**src/rtl/memtest_pkg.sv**
```systemverilog
package memtest_pkg;
  localparam int ADDR_W = 19;
  localparam int DATA_W = 8;
  localparam int ID_W   = 32;
  localparam int NUM_CNT = 3;

  localparam logic [9:0]  CMD_KEY  = 10'b1010010110;
  localparam logic [17:0] EXIT_PAT = 18'b111111000000111111;

  typedef enum logic [1:0] {
    MODE_CONT   = 2'b00,
    MODE_IDBYTE = 2'b01,
    MODE_CNT    = 2'b10,
    MODE_IDBIT  = 2'b11
  } tm_mode_e;
endpackage

```
**src/rtl/mt_entry_detect.sv**
```systemverilog
module mt_entry_detect #(
  parameter int HOLD_CYC = 7500
) (
  input  logic clk,
  input  logic rst_n,
  input  logic oe_act,
  input  logic we_act,
  input  logic ce1_act,
  input  logic ce2_act,
  input  logic byte_act,
  input  logic ble_act,
  input  logic bhe_act,
  input  logic exit_cmd,
  output logic test_mode,
  output logic enter_pulse
);
  localparam int TW = $clog2(HOLD_CYC + 1);
  localparam logic [TW-1:0] HOLD_LIM = TW'(HOLD_CYC);

  logic [TW-1:0] hold_q, hold_d;
  logic tm_q, tm_d;
  logic armed_q, armed_d;
  logic prev_idle_q;

  logic cond_a, wr_pat, all_on, now_idle, enter_b, hold_done, write_exit;

  always_comb begin
    wr_pat     = ~oe_act & we_act & ce1_act & ce2_act;
    cond_a     = wr_pat & (byte_act | (ble_act & bhe_act));
    all_on     = oe_act & we_act & ce1_act & ce2_act;
    now_idle   = ~oe_act & ~we_act & ~ce1_act & ~ce2_act;
    enter_b    = all_on & prev_idle_q;
    hold_done  = cond_a && (hold_q == HOLD_LIM);
    write_exit = tm_q & armed_q & wr_pat;
  end

  always_comb begin
    hold_d      = hold_q;
    tm_d        = tm_q;
    armed_d     = armed_q;
    enter_pulse = 1'b0;
    if (tm_q) begin
      hold_d = '0;
      if (write_exit || exit_cmd) begin
        tm_d    = 1'b0;
        armed_d = 1'b0;
      end else if (!wr_pat) begin
        armed_d = 1'b1;
      end
    end else begin
      armed_d = 1'b0;
      if (!cond_a)                hold_d = '0;
      else if (hold_q != HOLD_LIM) hold_d = hold_q + 1'b1;
      if (hold_done || enter_b) begin
        tm_d        = 1'b1;
        enter_pulse = 1'b1;
        hold_d      = '0;
      end
    end
  end

  always_ff @(posedge clk or negedge rst_n) begin
    if (!rst_n) begin
      hold_q      <= '0;
      tm_q        <= 1'b0;
      armed_q     <= 1'b0;
      prev_idle_q <= 1'b0;
    end else begin
      hold_q      <= hold_d;
      tm_q        <= tm_d;
      armed_q     <= armed_d;
      prev_idle_q <= now_idle;
    end
  end

  assign test_mode = tm_q;

  AST_HOLD_BOUND: assert property (@(posedge clk) disable iff (!rst_n)
    hold_q <= HOLD_LIM);
  AST_TIMED_ENTRY: assert property (@(posedge clk) disable iff (!rst_n)
    ($rose(tm_q) && !$past(enter_b)) |-> ($past(hold_q) == HOLD_LIM));
  AST_SIMUL_ENTRY: assert property (@(posedge clk) disable iff (!rst_n)
    (!tm_q && all_on && prev_idle_q) |=> tm_q);
  AST_WRITE_EXIT: assert property (@(posedge clk) disable iff (!rst_n)
    (tm_q && armed_q && wr_pat) |=> !tm_q);
  AST_NO_EARLY_EXIT: assert property (@(posedge clk) disable iff (!rst_n)
    (tm_q && !armed_q && !exit_cmd) |=> tm_q);
  AST_CMD_EXIT: assert property (@(posedge clk) disable iff (!rst_n)
    (tm_q && exit_cmd) |=> !tm_q);
endmodule

```
**src/rtl/mt_cmd_decode.sv**
```systemverilog
module mt_cmd_decode
  import memtest_pkg::*;
(
  input  logic              clk,
  input  logic              rst_n,
  input  logic [ADDR_W-1:0] addr,
  input  logic              test_mode,
  input  logic              enter,
  output logic              exit_cmd,
  output tm_mode_e          mode_q
);
  logic     a0_q;
  logic     a0_rise, cmd_hit;
  tm_mode_e mode_d;

  always_comb begin
    a0_rise  = addr[0] & ~a0_q;
    exit_cmd = a0_rise && (addr[18:1] == EXIT_PAT);
    cmd_hit  = a0_rise && (addr[18:9] == CMD_KEY);
  end

  always_comb begin
    mode_d = mode_q;
    if (enter)                       mode_d = MODE_CONT;
    else if (test_mode && cmd_hit)   mode_d = tm_mode_e'(addr[2:1]);
  end

  always_ff @(posedge clk or negedge rst_n) begin
    if (!rst_n) begin
      a0_q   <= 1'b0;
      mode_q <= MODE_CONT;
    end else begin
      a0_q   <= addr[0];
      mode_q <= mode_d;
    end
  end

  AST_ENTRY_MODE: assert property (@(posedge clk) disable iff (!rst_n)
    enter |=> (mode_q == MODE_CONT));
  AST_CMD_LOAD: assert property (@(posedge clk) disable iff (!rst_n)
    (test_mode && cmd_hit && !enter) |=> (mode_q == tm_mode_e'($past(addr[2:1]))));
endmodule

```
**src/rtl/mt_fall_counter.sv**
```systemverilog
module mt_fall_counter #(
  parameter int CNT_W = 8
) (
  input  logic             clk,
  input  logic             rst_n,
  input  logic             pin_n,
  input  logic             count_en,
  input  logic             clear,
  output logic [CNT_W-1:0] count
);
  localparam logic [CNT_W-1:0] CNT_MAX = {CNT_W{1'b1}};

  logic             prev_q;
  logic [CNT_W-1:0] cnt_q, cnt_d;
  logic             fall;

  always_comb begin
    fall  = prev_q & ~pin_n;
    cnt_d = cnt_q;
    if (clear)                                    cnt_d = '0;
    else if (count_en && fall && cnt_q != CNT_MAX) cnt_d = cnt_q + 1'b1;
  end

  always_ff @(posedge clk or negedge rst_n) begin
    if (!rst_n) begin
      prev_q <= 1'b1;
      cnt_q  <= '0;
    end else begin
      prev_q <= pin_n;
      cnt_q  <= cnt_d;
    end
  end

  assign count = cnt_q;

  AST_SATURATE: assert property (@(posedge clk) disable iff (!rst_n)
    (cnt_q == CNT_MAX && !clear) |=> (cnt_q == CNT_MAX));
  AST_CLEAR: assert property (@(posedge clk) disable iff (!rst_n)
    clear |=> (cnt_q == '0));
  AST_NO_SPURIOUS: assert property (@(posedge clk) disable iff (!rst_n)
    (!clear && !(count_en && fall)) |=> $stable(cnt_q));
endmodule

```
**src/rtl/memtest_entry_ctrl.sv**
```systemverilog
module memtest_entry_ctrl
  import memtest_pkg::*;
#(
  parameter int          CLK_KHZ = 50000,
  parameter int          HOLD_US = 150,
  parameter logic [31:0] ID_CODE = 32'hC3A5_1E69,
  parameter int          CNT_W   = 8
) (
  input  logic              clk,
  input  logic              rst_n,
  input  logic              oe_n,
  input  logic              we_n,
  input  logic              ce1_n,
  input  logic              ce2,
  input  logic              byte_n,
  input  logic              ble_n,
  input  logic              bhe_n,
  input  logic [ADDR_W-1:0] addr,
  output logic              test_mode,
  output logic              data_oe,
  output logic [DATA_W-1:0] data_out
);
  localparam int HOLD_CYC = (CLK_KHZ * HOLD_US) / 1000;

  logic [1:0] rst_sync_q;
  logic       rst_int;

  always_ff @(posedge clk or negedge rst_n) begin
    if (!rst_n) rst_sync_q <= 2'b00;
    else        rst_sync_q <= {rst_sync_q[0], 1'b1};
  end
  assign rst_int = rst_sync_q[1];

  logic     exit_cmd, enter_pulse, tm;
  tm_mode_e mode;

  mt_entry_detect #(.HOLD_CYC(HOLD_CYC)) u_entry (
    .clk        (clk),
    .rst_n      (rst_int),
    .oe_act     (~oe_n),
    .we_act     (~we_n),
    .ce1_act    (~ce1_n),
    .ce2_act    (ce2),
    .byte_act   (~byte_n),
    .ble_act    (~ble_n),
    .bhe_act    (~bhe_n),
    .exit_cmd   (exit_cmd),
    .test_mode  (tm),
    .enter_pulse(enter_pulse)
  );

  mt_cmd_decode u_cmd (
    .clk      (clk),
    .rst_n    (rst_int),
    .addr     (addr),
    .test_mode(tm),
    .enter    (enter_pulse),
    .exit_cmd (exit_cmd),
    .mode_q   (mode)
  );

  logic [NUM_CNT-1:0] strobe_n;
  logic [CNT_W-1:0]   cnt_v [NUM_CNT];
  assign strobe_n = {ce1_n, we_n, oe_n};

  for (genvar g = 0; g < NUM_CNT; g++) begin : g_cnt
    mt_fall_counter #(.CNT_W(CNT_W)) u_fc (
      .clk     (clk),
      .rst_n   (rst_int),
      .pin_n   (strobe_n[g]),
      .count_en(tm),
      .clear   (enter_pulse),
      .count   (cnt_v[g])
    );
  end

  logic [DATA_W-1:0] cont_resp;
  for (genvar i = 0; i < DATA_W; i++) begin : g_cont
    assign cont_resp[i] = addr[i] ^ addr[2*DATA_W-1-i];
  end

  logic [1:0]        sel;
  logic [DATA_W-1:0] rd_val, data_d;
  logic              oe_d;

  always_comb begin
    sel = addr[4:3];
    unique case (mode)
      MODE_CONT:   rd_val = cont_resp;
      MODE_IDBYTE: rd_val = ID_CODE[{~sel, 3'b000} +: DATA_W];
      MODE_IDBIT:  rd_val = {{(DATA_W-1){1'b0}}, ID_CODE[addr[7:3]]};
      MODE_CNT: begin
        case (sel)
          2'd0:    rd_val = DATA_W'(cnt_v[0]);
          2'd1:    rd_val = DATA_W'(cnt_v[1]);
          2'd2:    rd_val = DATA_W'(cnt_v[2]);
          default: rd_val = '0;
        endcase
      end
      default:     rd_val = '0;
    endcase
    data_d = tm ? rd_val : '0;
    oe_d   = tm & ~oe_n;
  end

  always_ff @(posedge clk or negedge rst_int) begin
    if (!rst_int) begin
      data_out <= '0;
      data_oe  <= 1'b0;
    end else begin
      data_out <= data_d;
      data_oe  <= oe_d;
    end
  end

  assign test_mode = tm;

  AST_QUIET_OUTSIDE: assert property (@(posedge clk) disable iff (!rst_int)
    !$past(tm) |-> (data_out == '0 && !data_oe));
  AST_DRIVE_NEEDS_OE: assert property (@(posedge clk) disable iff (!rst_int)
    data_oe |-> ($past(oe_n) == 1'b0));
endmodule

```
**config.mk**
```make
export PLATFORM = sky130hd
export DESIGN_NAME = memtest_entry_ctrl
export DESIGN_NICKNAME = d
export VERILOG_FILES = /design/src/rtl/memtest_pkg.sv /design/src/rtl/mt_entry_detect.sv /design/src/rtl/mt_cmd_decode.sv /design/src/rtl/mt_fall_counter.sv /design/src/rtl/memtest_entry_ctrl.sv
export SDC_FILE = /design/constraint.sdc
export NUM_CORES = 1
export LEC_CHECK = 0
export BUFFER_PORTS_ARGS = -buffer_cell sky130_fd_sc_hd__buf_4
export CORE_UTILIZATION = 53
export CTS_CLUSTER_SIZE = 25
export DETAILED_ROUTE_END_ITERATION = 6
export GPL_ROUTABILITY_DRIVEN = 0
export GPL_TIMING_DRIVEN = 0
export PLACE_DENSITY = 0.76
export SLEW_MARGIN = 20
export SYNTH_ARGS = -nofsm -noshare
export SYNTH_HDL_FRONTEND = slang
export SYNTH_HIERARCHICAL = 1
export SYNTH_SLANG_ARGS = --single-unit
```
**constraint.sdc**
```tcl
create_clock -name clk -period 1.54 [get_ports clk]
set_input_delay 0.231 -clock clk [delete_from_list [all_inputs] [get_ports clk]]
set_output_delay 0.231 -clock clk [all_outputs]
set_load 0.05 [all_outputs]
```
# After elaboration in Yosys (flattened, before gate mapping)
# Memory sizes are Yosys's and may differ from the RTL's.
# Cells that the tools add are included.
# totals
input_bits	28
n_memories	1
romBits	32
word_cells	114
out_inout_bits	10
ff_bits	57
# classes
muxes	23
magnitude_cmp	1
n_addsub	4
n_bitwise	37
eq_ne	14
n_reduce_logical	18
shifts	1
# memory_table
name	depth	width	read_ports	rd_clocked_by_memory_dff	wr	line	source
(no name shown)	32	1	1	0	0	memtest_entry_ctrl.sv:91	MODE_IDBIT: rd_val = {{(DATA_W-1){1'b0}}, ID_CODE[addr[7:3]]};
# op_table
cell	n
8-bit two-way mux	7
13-bit two-way mux	4
8-bit case mux with 4 select lines	1
32-bit by 6-bit indexed part select with 8-bit output (first input constant)	1
8-bit by 1-bit adder with 8-bit output (second input constant)	3
8-bit != test (second input constant)	3
8-bit case mux with 3 select lines	1
1-bit bitwise AND	19
18-bit equality test (second input constant)	1
13-bit by 1-bit adder with 13-bit output (second input constant)	1
13-bit equality test (second input constant)	1
13-bit != test (second input constant)	1
10-bit equality test (second input constant)	1
1-bit logical AND	10
1-bit two-way mux	8
1-bit NOT	8
2-bit nonzero test	4
1-bit XOR	8
2-bit equality test (second input constant)	3
5-bit by 6-bit less-than comparator with 1-bit output (second input constant)	1
2-bit by 1-bit equality test with 1-bit output (second input constant)	2
2-bit zero test	2
2-bit two-way mux	2
4-bit by 3-bit != test with 1-bit output (second input constant)	1
other kinds (4)	5

# Logic depth before layout (Yosys ltp)
# Gate-level depths: netlist (run 1).
# depth
ltp_word	10
depth_mapped	9
ltp_nobuf	8

# Cells and area by module
# The synthesis (run 1) kept the hierarchy.
# modules_own_cells
mod	cells_per_inst	seq_area_each_um2	n_inst	area_per_inst_um2
mt_fall_counter	49	226.5	3	569.3
memtest_entry_ctrl	85	275.3	1	798.3
mt_entry_detect	82	400.4	1	794.5
mt_cmd_decode	20	75.1	1	219.0

# Worst setup path before layout (run 1)
# OpenSTA, ideal clock, no wires.
# synth_timing
path_type	register to register
start	reg u_entry.hold_q[0]
end	reg g_cnt[0].u_fc.cnt_q[3]
path_buffers	1
arrival_ns	2.246
synth_period_minus_slack_ns	2.371
setup_ns	0.125
required_ns	1.415
path_stages_with_launch	10
path_slack_ns	-0.831
cell_sequence	dfrtp_1 -> inv_1 -> ha_1 -> nand4bb_1 -> nor4_1 -> a21oi_1 -> nor2_1 -> clkbuf_1 -> nor2b_1 -> mux2_4
# synth_via
elab_chain_cells	6
elab_cells_between_ends	7
cone_classes	1 x eq/ne; 3 x mux; 3 x reduce/logical
# synth_lines
element	line	source
from (decl)	mt_entry_detect.sv:20	logic [TW-1:0] hold_q, hold_d;
from (signal assigned)	mt_entry_detect.sv:69	hold_q <= hold_d;
13-bit equality test (*)	mt_entry_detect.sv:33	hold_done = cond_a && (hold_q == HOLD_LIM);
1-bit logical AND (*)	mt_entry_detect.sv:33	
1-bit logical OR (*)	mt_entry_detect.sv:54	if (hold_done || enter_b) begin
1-bit two-way mux (*)	mt_entry_detect.sv:54	
1-bit two-way mux (*)	mt_entry_detect.sv:42	if (tm_q) begin
named net enter_pulse	memtest_entry_ctrl.sv:34	logic exit_cmd, enter_pulse, tm;
8-bit two-way mux / 2-bit nonzero test (equally long branches)	--	
to (signal assigned)	mt_fall_counter.sv:30	cnt_q <= cnt_d;
to (decl)	mt_fall_counter.sv:14	logic [CNT_W-1:0] cnt_q, cnt_d;
# Mark *: on every way through the listed nets, which the timed path passes. The rest lies on a longest branch.
# A chain may end at the register's enable or synchronous reset.

# Worst setup path in the final report (run 1)
# layout_timing
start	reg u_entry.hold_q[1]
end	reg g_cnt[2].u_fc.cnt_q[7]
# layout_via
elab_chain_cells	6
elab_cells_between_ends	7
cone_classes	1 x eq/ne; 3 x mux; 3 x reduce/logical
# layout_lines
element	line
13-bit equality test (*)	mt_entry_detect.sv:33
1-bit logical AND (*)	mt_entry_detect.sv:33
1-bit logical OR (*)	mt_entry_detect.sv:54
1-bit two-way mux (*)	mt_entry_detect.sv:54
1-bit two-way mux (*)	mt_entry_detect.sv:42
named net enter_pulse	memtest_entry_ctrl.sv:34
8-bit two-way mux / 2-bit nonzero test (equally long branches)	--
to (signal assigned)	mt_fall_counter.sv:30
to (decl)	mt_fall_counter.sv:14
# Marks and branches as above.

==> results of run 1 <==
==> cells by family (layout without fill, tap and decap cells) <==
group | count (synthesis) | in the layout
fa+ha+maj | 11 | 11
simple gates | 140 | 140
compound gates | 57 | 57
xor+xnor | 20 | 20
buf+inv | 30 | 98
flops | 57 | 57
other cells | 1 | 1
mux | 18 | 18
==> metal layers <==
layer,track usage [%],share of wire [%],up-vias
met5,0,0,-
li1,-,-,1350
met4,9.71,1.7,0
met3,5.14,4.0,13
met2,38.7,49,57
met1,33.2,45,1405
==> synth_stat cells, types with 2 or more instances <==
| master | n | share of area, % |
|---|---|---|
| nor2b_1 | 17 | 3.0 |
| and4_4 | 4 | 1.3 |
| nand4_1 | 6 | 1.1 |
| or2_2 | 2 | 0.36 |
| clkbuf_1 | 7 | 0.75 |
| nor2_1 | 30 | 3.2 |
| inv_1 | 20 | 2.1 |
| o21a_1 | 6 | 1.3 |
| a41oi_1 | 3 | 0.75 |
| nand3_1 | 9 | 1.3 |
| nand2_1 | 14 | 1.5 |
| xor2_1 | 9 | 2.2 |
| and3_4 | 3 | 0.96 |
| nor4_1 | 7 | 1.2 |
| nor3b_2 | 4 | 1.4 |
| nor3_1 | 7 | 1.0 |
| xnor2_1 | 11 | 2.7 |
| dfstp_2 | 3 | 2.2 |
| dfrtp_1 | 54 | 38 |
| a222oi_1 | 7 | 2.0 |
| nand4_2 | 3 | 1.1 |
| nand2b_1 | 10 | 1.8 |
| and4_1 | 5 | 1.2 |
| a22oi_1 | 3 | 0.64 |
| and3_1 | 4 | 0.71 |
| a21oi_1 | 9 | 1.3 |
| o311a_1 | 3 | 0.85 |
| and4b_4 | 3 | 1.2 |
| ha_1 | 11 | 3.9 |
| mux2_4 | 12 | 5.1 |
| o21ai_0 | 8 | 1.1 |
| mux2i_1 | 5 | 1.4 |
| a211oi_2 | 6 | 2.1 |
| a311oi_1 | 3 | 0.75 |
| nand3b_4 | 3 | 1.7 |
| a21oi_2 | 3 | 0.75 |
==> timing repair <==
action                                 CTS  global route
endpoints found under the hold margin    4             0
pin swaps                                5             1
cloned                                   1             0
hold buffers                             3             0
setup buffers                            8             3
gates resized for setup                 16            21
setup endpoints to repair               41            40
==> power groups by stage <==
stage          Clock [µW]  Combinational, µW  Sequential [µW]
5_1_grt              1500               1560             2330
4_1_cts              1440               1370             2270
6_report             1410               1420             2270
3_5_place_dp            0               1350             2280
3_3_place_gp            0               1320             2270
2_1_floorplan           0                846             2330
==> stage by stage <==
stage	setup TNS (ns)	hold slack (ns)	cell area [µm²]	util, %
6_report	-12.62	0.0299	4460	69.9
5_1_grt	-16.44	0.0135	4460	69.9
3_5_place_dp	-20.34	0.0169	3960	62.0
4_1_cts	-12.90	0.0166	4350	68.1
2_1_floorplan	-9.08	-0.0646	3580	-
3_3_place_gp	-19.77	0.0144	3960	61.9
==> final timing paths <==
kind	from	to	slack [ns]	cells past startpoint
max	u_entry/hold_q[1]$_DFFE_PN0P_	g_cnt[2].u_fc/count[7]$_DFFE_PN0P_	-0.49	10
min	we_n	g_cnt[1].u_fc/prev_q$_DFF_PN1_	0.03	1
max reg2reg	u_entry/hold_q[1]$_DFFE_PN0P_	g_cnt[2].u_fc/count[7]$_DFFE_PN0P_	-0.49	10
min reg2reg	rst_sync_q[0]$_DFF_PN0_	rst_sync_q[1]$_DFF_PN0_	0.35	0
max in group asynchronous	rst_sync_q[1]$_DFF_PN0_	u_entry/test_mode$_DFF_PN0_	0.64	0
min in group asynchronous	rst_n	rst_sync_q[1]$_DFF_PN0_	0.21	2
==> flip-flops by register name, summed over array words and instances (netlist names) <==
signal and cells:
g_cnt.u_fc/count 24, u_entry/hold_q 13, data_out 8, g_cnt.u_fc/prev_q 3, rst_sync_q 2, u_cmd/mode_q 2, data_oe 1, u_cmd/a0_q 1
u_entry/armed_q 1, u_entry/prev_idle_q 1, u_entry/test_mode 1
==> layout make-up <==
type / count / area (µm²)
timing repair buffer: 52 / 438
sequential: 57 / 1440
tap: 77 / 96.3
inverter: 20 / 75.1
fill: 458 / 1920
clock inverter: 5 / 55.1
multi-input combinational: 247 / 2110
clock buffer: 11 / 141
buffer: 10 / 114
==> critical path: stages (launching register included) <==
cell	delay [ns]
dfrtp_1	0.41
inv_1	0.07
ha_1	0.13
nand4bb_1	0.15
nor4_4	0.29
a21oi_2	0.13
nor2_4	0.12
buf_12	0.14
clkbuf_16	0.14
a21oi_1	0.04
mux2_4	0.27
==> PnR_summary.wiki, run 1 <==
{| class="wikitable"
! Metric !! Value
|-
| Area growth, synth to finish || 26.8%
|-
| Floorplan row count || 29
|-
| Number of diodes || 0
|-
| Number of nets in the final layout || ~440
|-
| Global-route wire length before repair || around 13 mm
|-
| Switch share || 35.8%
|-
| Grt total ovfl || 0
|-
| Sort of element at the start of the critical path || flip-flop
|-
| Die extent in x || between 80 and 90 µm
|-
| Sequential-to-total area share from yosys stat || between 40% and 50%
|-
| Via count of the first global-routing pass || 2710
|-
| Most frequent standard cell in the layout excluding fill and tap cells || dfrtp_1
|-
| Failing checks || setup timing
|-
| Number of buffers created by CTS || 9
|-
| Residual antenna-violating net count after detailed routing || 0
|-
| Power share of the clock group || between 20% and 30%
|-
| Number of flops mapped to enable cells by yosys || 0
|-
| Final non-filler cell total || around 480
|-
| Synthesized area || between 3000 and 4000 µm²
|-
| Xor/xnor cell area share of the yosys netlist || 4.98%
|-
| Power density cells || around 1100 nW/µm²
|-
| Quantity of I/O buffers inserted on ports || 37
|-
| Switching power summed over all nets || approximately 1800 µW
|-
| Avg Inst Size Synth || 10.5 µm²
|-
| Dominant combinational cell family by area after synthesis || simple AND/OR/NAND/NOR gates
|-
| Warnings, synthesis || 6
|-
| Post-route DRC violation count || 0
|-
| Final setup slack of the worst path || -0.493 ns
|-
| Level count of the clock H-tree || 3
|-
| Initial antenna violation count || 0
|-
| Netlist cell types || 56
|-
| Boundary pin count || 38
|-
| Internal cell power || 3270 µW
|-
| Number of vias per cell || roughly 5.9
|-
| Clock latency of the later-clocked register in the worst-skew pair || about 0.34 ns
|-
| Biggest fanout along the worst timing path || 8
|-
| Simple-gate share of the synthesized area || a little over a quarter
|-
| Net count after synthesis || between 300 and 400
|-
| Register bit total from synthesis || 57
|-
| Clock tree root buffer cell || clkbuf_8
|-
| Number of optimization iterations in the first detailed-route pass || 4
|-
| Fraction of the cycle the final worst path needs || 132%
|-
| Area share of fa/ha/maj cells after synthesis || about 3.9%
|-
| Arrival time at the worst endpoint || roughly 2.3 ns
|-
| Synth async-reset ratio || 100%
|-
| Relative slew margins || between 50 and 60%
|-
| Total wirelength of the detailed-routed design || 7.90 mm
|-
| Number of hold violations in the final report || 0
|-
| Seq pwr share || around 45%
|-
| Outcome || finished, violations left
|-
| Largest clock skew in the final design || roughly 0.0093 ns
|-
| Buffer levels on the longest clock path || 2
|-
| Number of endpoints failing setup at the final stage || 39
|-
| Syn Inst Count || 334
|-
| Final max-slew violation count || 0
|-
| Count of placed standard cells including taps || about 450
|-
| Initial standard-cell utilization of the core || ~55%
|-
| Final critical delay including setup and external delays || slightly above 2 ns
|-
| Initial DRC count || between 150 and 200
|-
| Fraction of layout cells with a size suffix above 1 || between 30% and 40%
|-
| Maximum number of pins on one net before global-route repair || 56
|-
| Per-cell routed wire length || between 15 and 20 µm
|-
| Half-perimeter wire length after placement || between 5 and 6 mm
|-
| Reported leakage power || roughly 0.0019 µW
|-
| IR Drop Worst-Case VDD || roughly 1.2 mV
|-
| Post-synth top flop || dfrtp_1
|-
| Area fraction in compound gates after synthesis || a little over an eighth
|-
| Type of the most critical hold path || primary input to flip-flop
|-
| Required time at the worst-slack endpoint || 1.76 ns
|-
| Nature of the critical path endpoint || flip-flop
|-
| Via count || around 2800
|-
| TritonCTS clock tree || built
|-
| Share of synthesized area spent on multiplexers || ~7.2%
|-
| Clock slew at reported path FFs || 0.07 ns
|-
| Crit path kind || flip-flop to flip-flop
|-
| Power share of the combinational group || 27.8%
|-
| Tightest Pin Transition || 0.710 ns
|-
| Most used cells in the layout excluding fill and tap cells || dfrtp_1, buf_4, inv_1
|-
| Upper clock frequency limit || 492 MHz
|-
| Global Route Usage Sum || between 20% and 30%
|-
| Max-Cap Viols || 0
|-
| Die Y || roughly 83 µm
|-
| Unrepaired setup endpoints after global routing || true
|-
| Die Outline Area || approximately 7000 µm²
|-
| Core Footprint || ~6400 µm²
|-
| Count of clock tree sinks || 57
|-
| Pre-CTS worst setup slack || -0.793 ns
|-
| Pwr Total || 5090 µW
|}
Power figures use the tool's default switching activity.
==> run 2, diff against run 1 <==
RECOVER_POWER = 100   (was unset)
==> run 2 against run 1 <==
  * The flow still finishes with violations (setup timing)
  * Fmax is essentially flat
  * Non-clock buffer count is the same
  * Count of clock-buffer cells in the layout is the same
  * Sequential cell count is the same
  * Clock skew is essentially flat
  * Total power shrank 0.83%
  * Critical path depth is the same
  * Die area is the same
  * Sequential share of layout area grew 0.35 points
  * Clock power is essentially flat
  * Global-route usage is the same
  * Highest routed layer unchanged
==> PnR_summary.wiki, run 2 (synthesized netlist as in run 1, its figures left out) <==
{| class="wikitable"
! Metric !! Value
|-
| Total wirelength of the detailed-routed design || a little under 8 mm
|-
| Most frequent standard cell in the layout excluding fill and tap cells || dfrtp_1
|-
| Number of diodes || 0
|-
| Max stage delay cell, worst path || dfrtp_1
|-
| Grt total ovfl || 0
|-
| Initial antenna violation count || 0
|-
| Power density cells || between 1000 and 1500 nW/µm²
|-
| Die extent in x || roughly 83 µm
|-
| Clock tree root buffer cell || clkbuf_8
|-
| Type of the most critical hold path || primary input to flip-flop
|-
| Outcome || finished, violations left
|-
| Arrival time at the worst endpoint || between 2 and 2.5 ns
|-
| Ordered cell list for the critical path || inv_1 > ha_1 > nand4bb_1 > nor4_4 > a21oi_2 > nor2_4 > buf_12 > clkbuf_16 > a21oi_1 > mux2_4
|-
| Unrepaired setup endpoints after global routing || true
|-
| IR Drop Worst-Case VDD || ~1.2 mV
|-
| Level count of the clock H-tree || 3
|-
| Required time at the worst-slack endpoint || approximately 1.8 ns
|-
| Core Footprint || roughly 6400 µm²
|-
| Initial standard-cell utilization of the core || between 50 and 60%
|-
| Per-cell routed wire length || 16.5 µm
|-
| Count of clock tree sinks || between 50 and 60
|-
| Failing checks || setup timing
|-
| Fraction of layout cells with a size suffix above 1 || between 30 and 40%
|-
| Clock latency of the later-clocked register in the worst-skew pair || 0.34 ns
|-
| Boundary pin count || 38
|-
| Critical path's largest stage delay || just over 0.4 ns
|-
| Number of buffers created by CTS || 9
|-
| Residual antenna-violating net count after detailed routing || 0
|-
| Instance count along the most critical hold path || 1
|-
| Clock slew at reported path FFs || ~0.07 ns
|-
| Area growth, synth to finish || 25.2%
|-
| Global Route Usage Sum || approximately a quarter
|-
| Number of optimization iterations in the first detailed-route pass || 4
|-
| Max-Cap Viols || 0
|-
| Tightest Pin Transition || approximately 1.2 ns
|-
| Via count || between 2000 and 3000
|-
| Final non-filler cell total || between 400 and 500
|-
| Global-route wire length before repair || between 10 and 15 mm
|-
| Half-perimeter wire length after placement || roughly 5.4 mm
|-
| Final setup slack of the worst path || -0.491 ns
|-
| Die Outline Area || about 7000 µm²
|-
| Via count of the first global-routing pass || around 2700
|-
| Upper clock frequency limit || between 400 and 500 MHz
|-
| Buffer levels on the longest clock path || 2
|-
| Number of hold violations in the final report || 0
|-
| Sort of element at the start of the critical path || flip-flop
|-
| Maximum number of pins on one net before global-route repair || 56
|-
| Die Y || around 83 µm
|-
| Max reg flops || 24
|-
| Largest clock skew in the final design || ~0.009 ns
|-
| Reported leakage power || 0.00188 µW
|-
| Final max-slew violation count || 0
|-
| Relative slew margins || around a fifth
|-
| Number of nets in the final layout || between 400 and 500
|-
| Crit path kind || flip-flop to flip-flop
|-
| Fraction of the cycle the final worst path needs || 132%
|-
| Depth of the most critical reg-to-reg path || 10
|-
| Post-route DRC violation count || 0
|-
| Initial DRC count || around 170
|-
| Quantity of I/O buffers inserted on ports || 37
|-
| Most used cells in the layout excluding fill and tap cells || dfrtp_1, buf_4, inv_1
|-
| Count of placed standard cells including taps || approximately 450
|-
| Fin Hold WS || just under 0.05 ns
|-
| End-of-flow core utilization || between 60 and 70%
|-
| Biggest fanout along the worst timing path || 8
|-
| Number of vias per cell || 5.89
|-
| TritonCTS clock tree || built
|-
| Floorplan row count || 29
|-
| Final critical delay including setup and external delays || about 2.0 ns
|-
| Total negative slack for setup checks || -12.66 ns
|-
| Number of endpoints failing setup at the final stage || 40
|-
| Nature of the critical path endpoint || flip-flop
|}
run 2: final cells by class:
type / instances / area [µm²]
Multi-Input combinational cell: 247 / 2100
Inverter: 20 / 75.1
Clock buffer: 11 / 141
Fill cell: 470 / 1980
Clock inverter: 5 / 55.1
Buffer: 10 / 114
Sequential cell: 57 / 1440
Tap cell: 77 / 96.3
Timing Repair Buffer: 52 / 394
run 2: timing repair:
item                                   in CTS  in global routing
hold buffers                                3                  0
setup endpoints to repair                  41                 40
pin swaps                                   5                  1
gates cloned                                1                  0
setup buffers                               8                  3
endpoints found under the hold margin       4                  0
resized for setup                          16                 21
run 2: critical path, delay by kind of cell (launching register included):
kind	cells	cell delay, ns
AND/OR/NAND/NOR	3	0.56
flip-flops	1	0.41
buffers and inverters	3	0.35
multiplexers	1	0.27
AO/OA/AOI/OAI	2	0.17
adder cells (fa/ha/maj)	1	0.13
run 2: worst paths after layout:
path / from / end / slack (ns)
min: we_n / g_cnt[1].u_fc/prev_q$_DFF_PN1_ / 0.05
max: u_entry/hold_q[1]$_DFFE_PN0P_ / g_cnt[2].u_fc/count[7]$_DFFE_PN0P_ / -0.49
min reg2reg: rst_sync_q[0]$_DFF_PN0_ / rst_sync_q[1]$_DFF_PN0_ / 0.35
max in group asynchronous: rst_sync_q[1]$_DFF_PN0_ / u_entry/test_mode$_DFF_PN0_ / 0.18
max reg2reg: u_entry/hold_q[1]$_DFFE_PN0P_ / g_cnt[2].u_fc/count[7]$_DFFE_PN0P_ / -0.49
min in group asynchronous: rst_n / rst_sync_q[0]$_DFF_PN0_ / 0.21
run 2: per-layer routing:
metal	share of wire (%)	GRT usage [%]
met5	0	0
met1	45	33.2
met3	4.2	5.14
met2	49	38.7
met4	1.7	9.71
run 2: power by group:
part	internal (µW)	total [µW]	switching [µW]	leakage, µW
combinational	659	1370	714	0.00105
clock	785	1410	621	0.0000953
sequential	1780	2270	485	0.000733
run 2: stage by stage:
step	cell area [µm²]	power, µW	setup slack (ns)
finish	4410	5050	-0.491
global route	4410	5340	-0.603
CTS	4350	5070	-0.496
detailed placement	3960	3630	-0.793
global placement	3960	3590	-0.784
floorplan	3580	3170	-0.432
==> run 3, diff against run 2 <==
ABC_CLOCK_PERIOD_IN_PS = 1540   (was unset)
BUFFER_PORTS_ARGS = -buffer_cell sky130_fd_sc_hd__clkbuf_2   (was -buffer_cell sky130_fd_sc_hd__buf_4)
==> run 3 against run 2 <==
  * The run still ends with setup timing left
  * Critical path depth stayed put
  * Clock power rose by 13%
  * Global-route usage up 1.3 points
  * Worst setup slack got worse by 0.032 ns
  * Non-clock buffer count increased by 5
  * Register-to-register slack got worse by 0.03 ns
  * Die area unchanged
  * Fmax is 1.6% lower
  * Cell area grew 0.65%
  * First-iteration DRC count increased by 21%
  * Clock skew is 0.00058 ns lower
  * Worst hold slack got worse by 0.036 ns
  * Highest routed layer unchanged
==> PnR_summary.wiki, run 3 (synthesized netlist as in run 1, its figures left out) <==
{| class="wikitable"
! Metric !! Value
|-
| Clock tree root buffer cell || clkbuf_8
|-
| Die Outline Area || between 6000 and 7000 µm²
|-
| Boundary pin count || 38
|-
| Upper clock frequency limit || approximately 480 MHz
|-
| Core Footprint || approximately 6400 µm²
|-
| Unrepaired setup endpoints after global routing || true
|-
| Number of diodes || 0
|-
| Fillers || 470
|-
| Count of clock tree sinks || 57
|-
| Total wirelength of the detailed-routed design || about 8.8 mm
|-
| Tightest Pin Transition || about 1.2 ns
|-
| Nature of the critical path endpoint || flip-flop
|-
| Global-route wire length before repair || approximately 14 mm
|-
| TritonCTS clock tree || built
|-
| Power share of the combinational group || a little over a quarter
|-
| Reported leakage power || 0.00190 µW
|-
| Quantity of I/O buffers inserted on ports || 37
|-
| Most used cell, CP || a21oi_2
|-
| Via count || slightly below 3000
|-
| Most frequent standard cell in the layout excluding fill and tap cells || dfrtp_1
|-
| Number of optimization iterations in the first detailed-route pass || 5
|-
| Number of nets in the final layout || between 400 and 500
|-
| Biggest fanout along the worst timing path || 8
|-
| Internal cell power || around 3400 µW
|-
| Critical path's largest stage delay || roughly 0.39 ns
|-
| Per-cell routed wire length || ~18 µm
|-
| Power density cells || roughly 1200 nW/µm²
|-
| Clock slew at reported path FFs || approximately 0.070 ns
|-
| Number of buffers created by CTS || 9
|-
| Via count of the first global-routing pass || around 3000
|-
| Area of combinational cells with multiple inputs || around 2100 µm²
|-
| Fraction of the cycle the final worst path needs || 134%
|-
| Ordered cell list for the critical path || inv_2 > ha_4 > nand4bb_4 > nor4_4 > a21oi_2 > nor2_4 > buf_12 > clkbuf_16 > a21oi_2 > mux2_4
|-
| Final non-filler cell total || between 400 and 500
|-
| Half-perimeter wire length after placement || about 5.5 mm
|-
| Clock latency of the later-clocked register in the worst-skew pair || approximately 0.34 ns
|-
| Max-Cap Viols || 0
|-
| Area occupied by registers || 1440 µm²
|-
| Crit path kind || flip-flop to flip-flop
|-
| Level count of the clock H-tree || 3
|-
| Fraction of layout cells with a size suffix above 1 || a little over a third
|-
| Initial DRC count || around 200
|-
| Final max-slew violation count || 0
|-
| Largest clock skew in the final design || between 0.008 and 0.009 ns
|-
| Grt total ovfl || 0
|-
| Residual antenna-violating net count after detailed routing || 0
|-
| Required time at the worst-slack endpoint || between 1.5 and 2 ns
|-
| Count of placed standard cells including taps || approximately 450
|-
| Final critical delay including setup and external delays || around 2.1 ns
|-
| Buffer levels on the longest clock path || 2
|-
| Initial standard-cell utilization of the core || 55.1%
|-
| IR Drop Worst-Case VDD || 1.01 mV
|-
| Final setup slack of the worst path || -0.523 ns
|-
| Most used cells in the layout excluding fill and tap cells || dfrtp_1, clkbuf_2, clkbuf_1
|-
| Number of vias per cell || ~6
|-
| Global Route Usage Sum || between 20 and 30%
|-
| Switching power summed over all nets || approximately 1900 µW
|-
| Number of hold violations in the final report || 0
|-
| Power share of the clock group || a little under a third
|-
| Die Y || between 80 and 90 µm
|-
| End-of-flow core utilization || 69.5%
|-
| Number of endpoints failing setup at the final stage || 39
|-
| Floorplan row count || 29
|-
| Arrival time at the worst endpoint || roughly 2.3 ns
|-
| Fin Hold WS || 0.0136 ns
|-
| Initial antenna violation count || 0
|-
| Seq pwr share || between 40% and 50%
|-
| Die extent in x || around 83 µm
|-
| Outcome || finished, violations left
|-
| Post-route DRC violation count || 0
|-
| Sort of element at the start of the critical path || flip-flop
|-
| Relative slew margins || between 10% and 20%
|-
| Max reg flops || 24
|-
| Type of the most critical hold path || primary input to flip-flop
|-
| Max stage delay cell, worst path || dfrtp_1
|-
| Area growth, synth to finish || 26.1%
|-
| Maximum number of pins on one net before global-route repair || 56
|-
| Switch share || a little over a third
|-
| Failing checks || setup timing
|}
==> run 3: cell count changes in the layout (fill, tap and decap cells not counted), moves of 3 or more <==
cell,previous run,this run
nor2_2,2,7
clkbuf_2,7,20
inv_2,1,4
buf_4,30,15
inv_1,19,16
clkbuf_1,12,19
nor2_1,17,14
==> run 3: layer usage <==
metal / share of wire [%] / global-route usage (%)
met5: 0 / 0
met2: 49 / 42.8
met3: 5.7 / 3.66
met1: 42 / 33.7
met4: 3.4 / 11.7
==> run 3: power by group through the flow <==
stage               clock network (µW)  registers [µW]  logic [µW]
floorplan                            0            2330         846
global placement                     0            2270        1260
detailed placement                   0            2300        1300
CTS                               1620            2280        1330
global route                      1680            2350        1500
finish                            1600            2300        1380
==> run 3: path summary, 6_finish.rpt <==
kind                       cells past startpoint                            endpoint  slack, ns                          start
max                                           10  g_cnt[1].u_fc/count[7]$_DFFE_PN0P_      -0.52  u_entry/hold_q[1]$_DFFE_PN0P_
min                                            1      g_cnt[2].u_fc/prev_q$_DFF_PN1_       0.01                          ce1_n
max reg2reg                                   10  g_cnt[1].u_fc/count[7]$_DFFE_PN0P_      -0.52  u_entry/hold_q[1]$_DFFE_PN0P_
min reg2reg                                    0             rst_sync_q[1]$_DFF_PN0_       0.38        rst_sync_q[0]$_DFF_PN0_
max in group asynchronous                      0         u_entry/test_mode$_DFF_PN0_       0.16        rst_sync_q[1]$_DFF_PN0_
min in group asynchronous                      2             rst_sync_q[0]$_DFF_PN0_       0.21                          rst_n
==> run 3: critical path, delay by kind of cell, from the launching register on <==
| kind | cells | cell delay [ns] |
|---|---|---|
| and+or+nand+nor | 3 | 0.62 |
| muxes | 1 | 0.27 |
| AOI/OAI and AO/OA | 2 | 0.16 |
| buffers and inverters | 3 | 0.38 |
| adders and majority gates | 1 | 0.14 |
| DFF | 1 | 0.39 |
==> run 3: stage by stage <==
stage | cell area, µm² | setup slack (ns) | setup TNS, ns | total power, µW
3_5_place_dp | 3860 | -0.860 | -23.39 | 3600
4_1_cts | 4250 | -0.611 | -15.18 | 5220
3_3_place_gp | 3860 | -0.771 | -20.28 | 3530
2_1_floorplan | 3580 | -0.432 | -9.08 | 3170
5_1_grt | 4440 | -0.571 | -14.55 | 5530
6_report | 4440 | -0.523 | -12.38 | 5280
==> run 3: what timing repair did <==
action | 4_1_cts | 5_1_grt
hold endpoints to repair | 2 | 0
cloned | 1 | 0
pin swaps | 4 | 8
setup endpoints to repair | 42 | 41
hold buffers | 1 | 0
buffers inserted | 10 | 8
gates resized for setup | 16 | 39
==> run 3: area by class of cell <==
cell class                      instances  share of cell area (%)
Multi-Input combinational cell        247                    48.4
Clock buffer                           11                    3.19
Sequential cell                        57                    32.3
Tap cell                               77                    2.17
Inverter                               20                    1.69
Buffer                                 10                    2.31
Clock inverter                          5                    1.78
Timing Repair Buffer                   57                    8.09
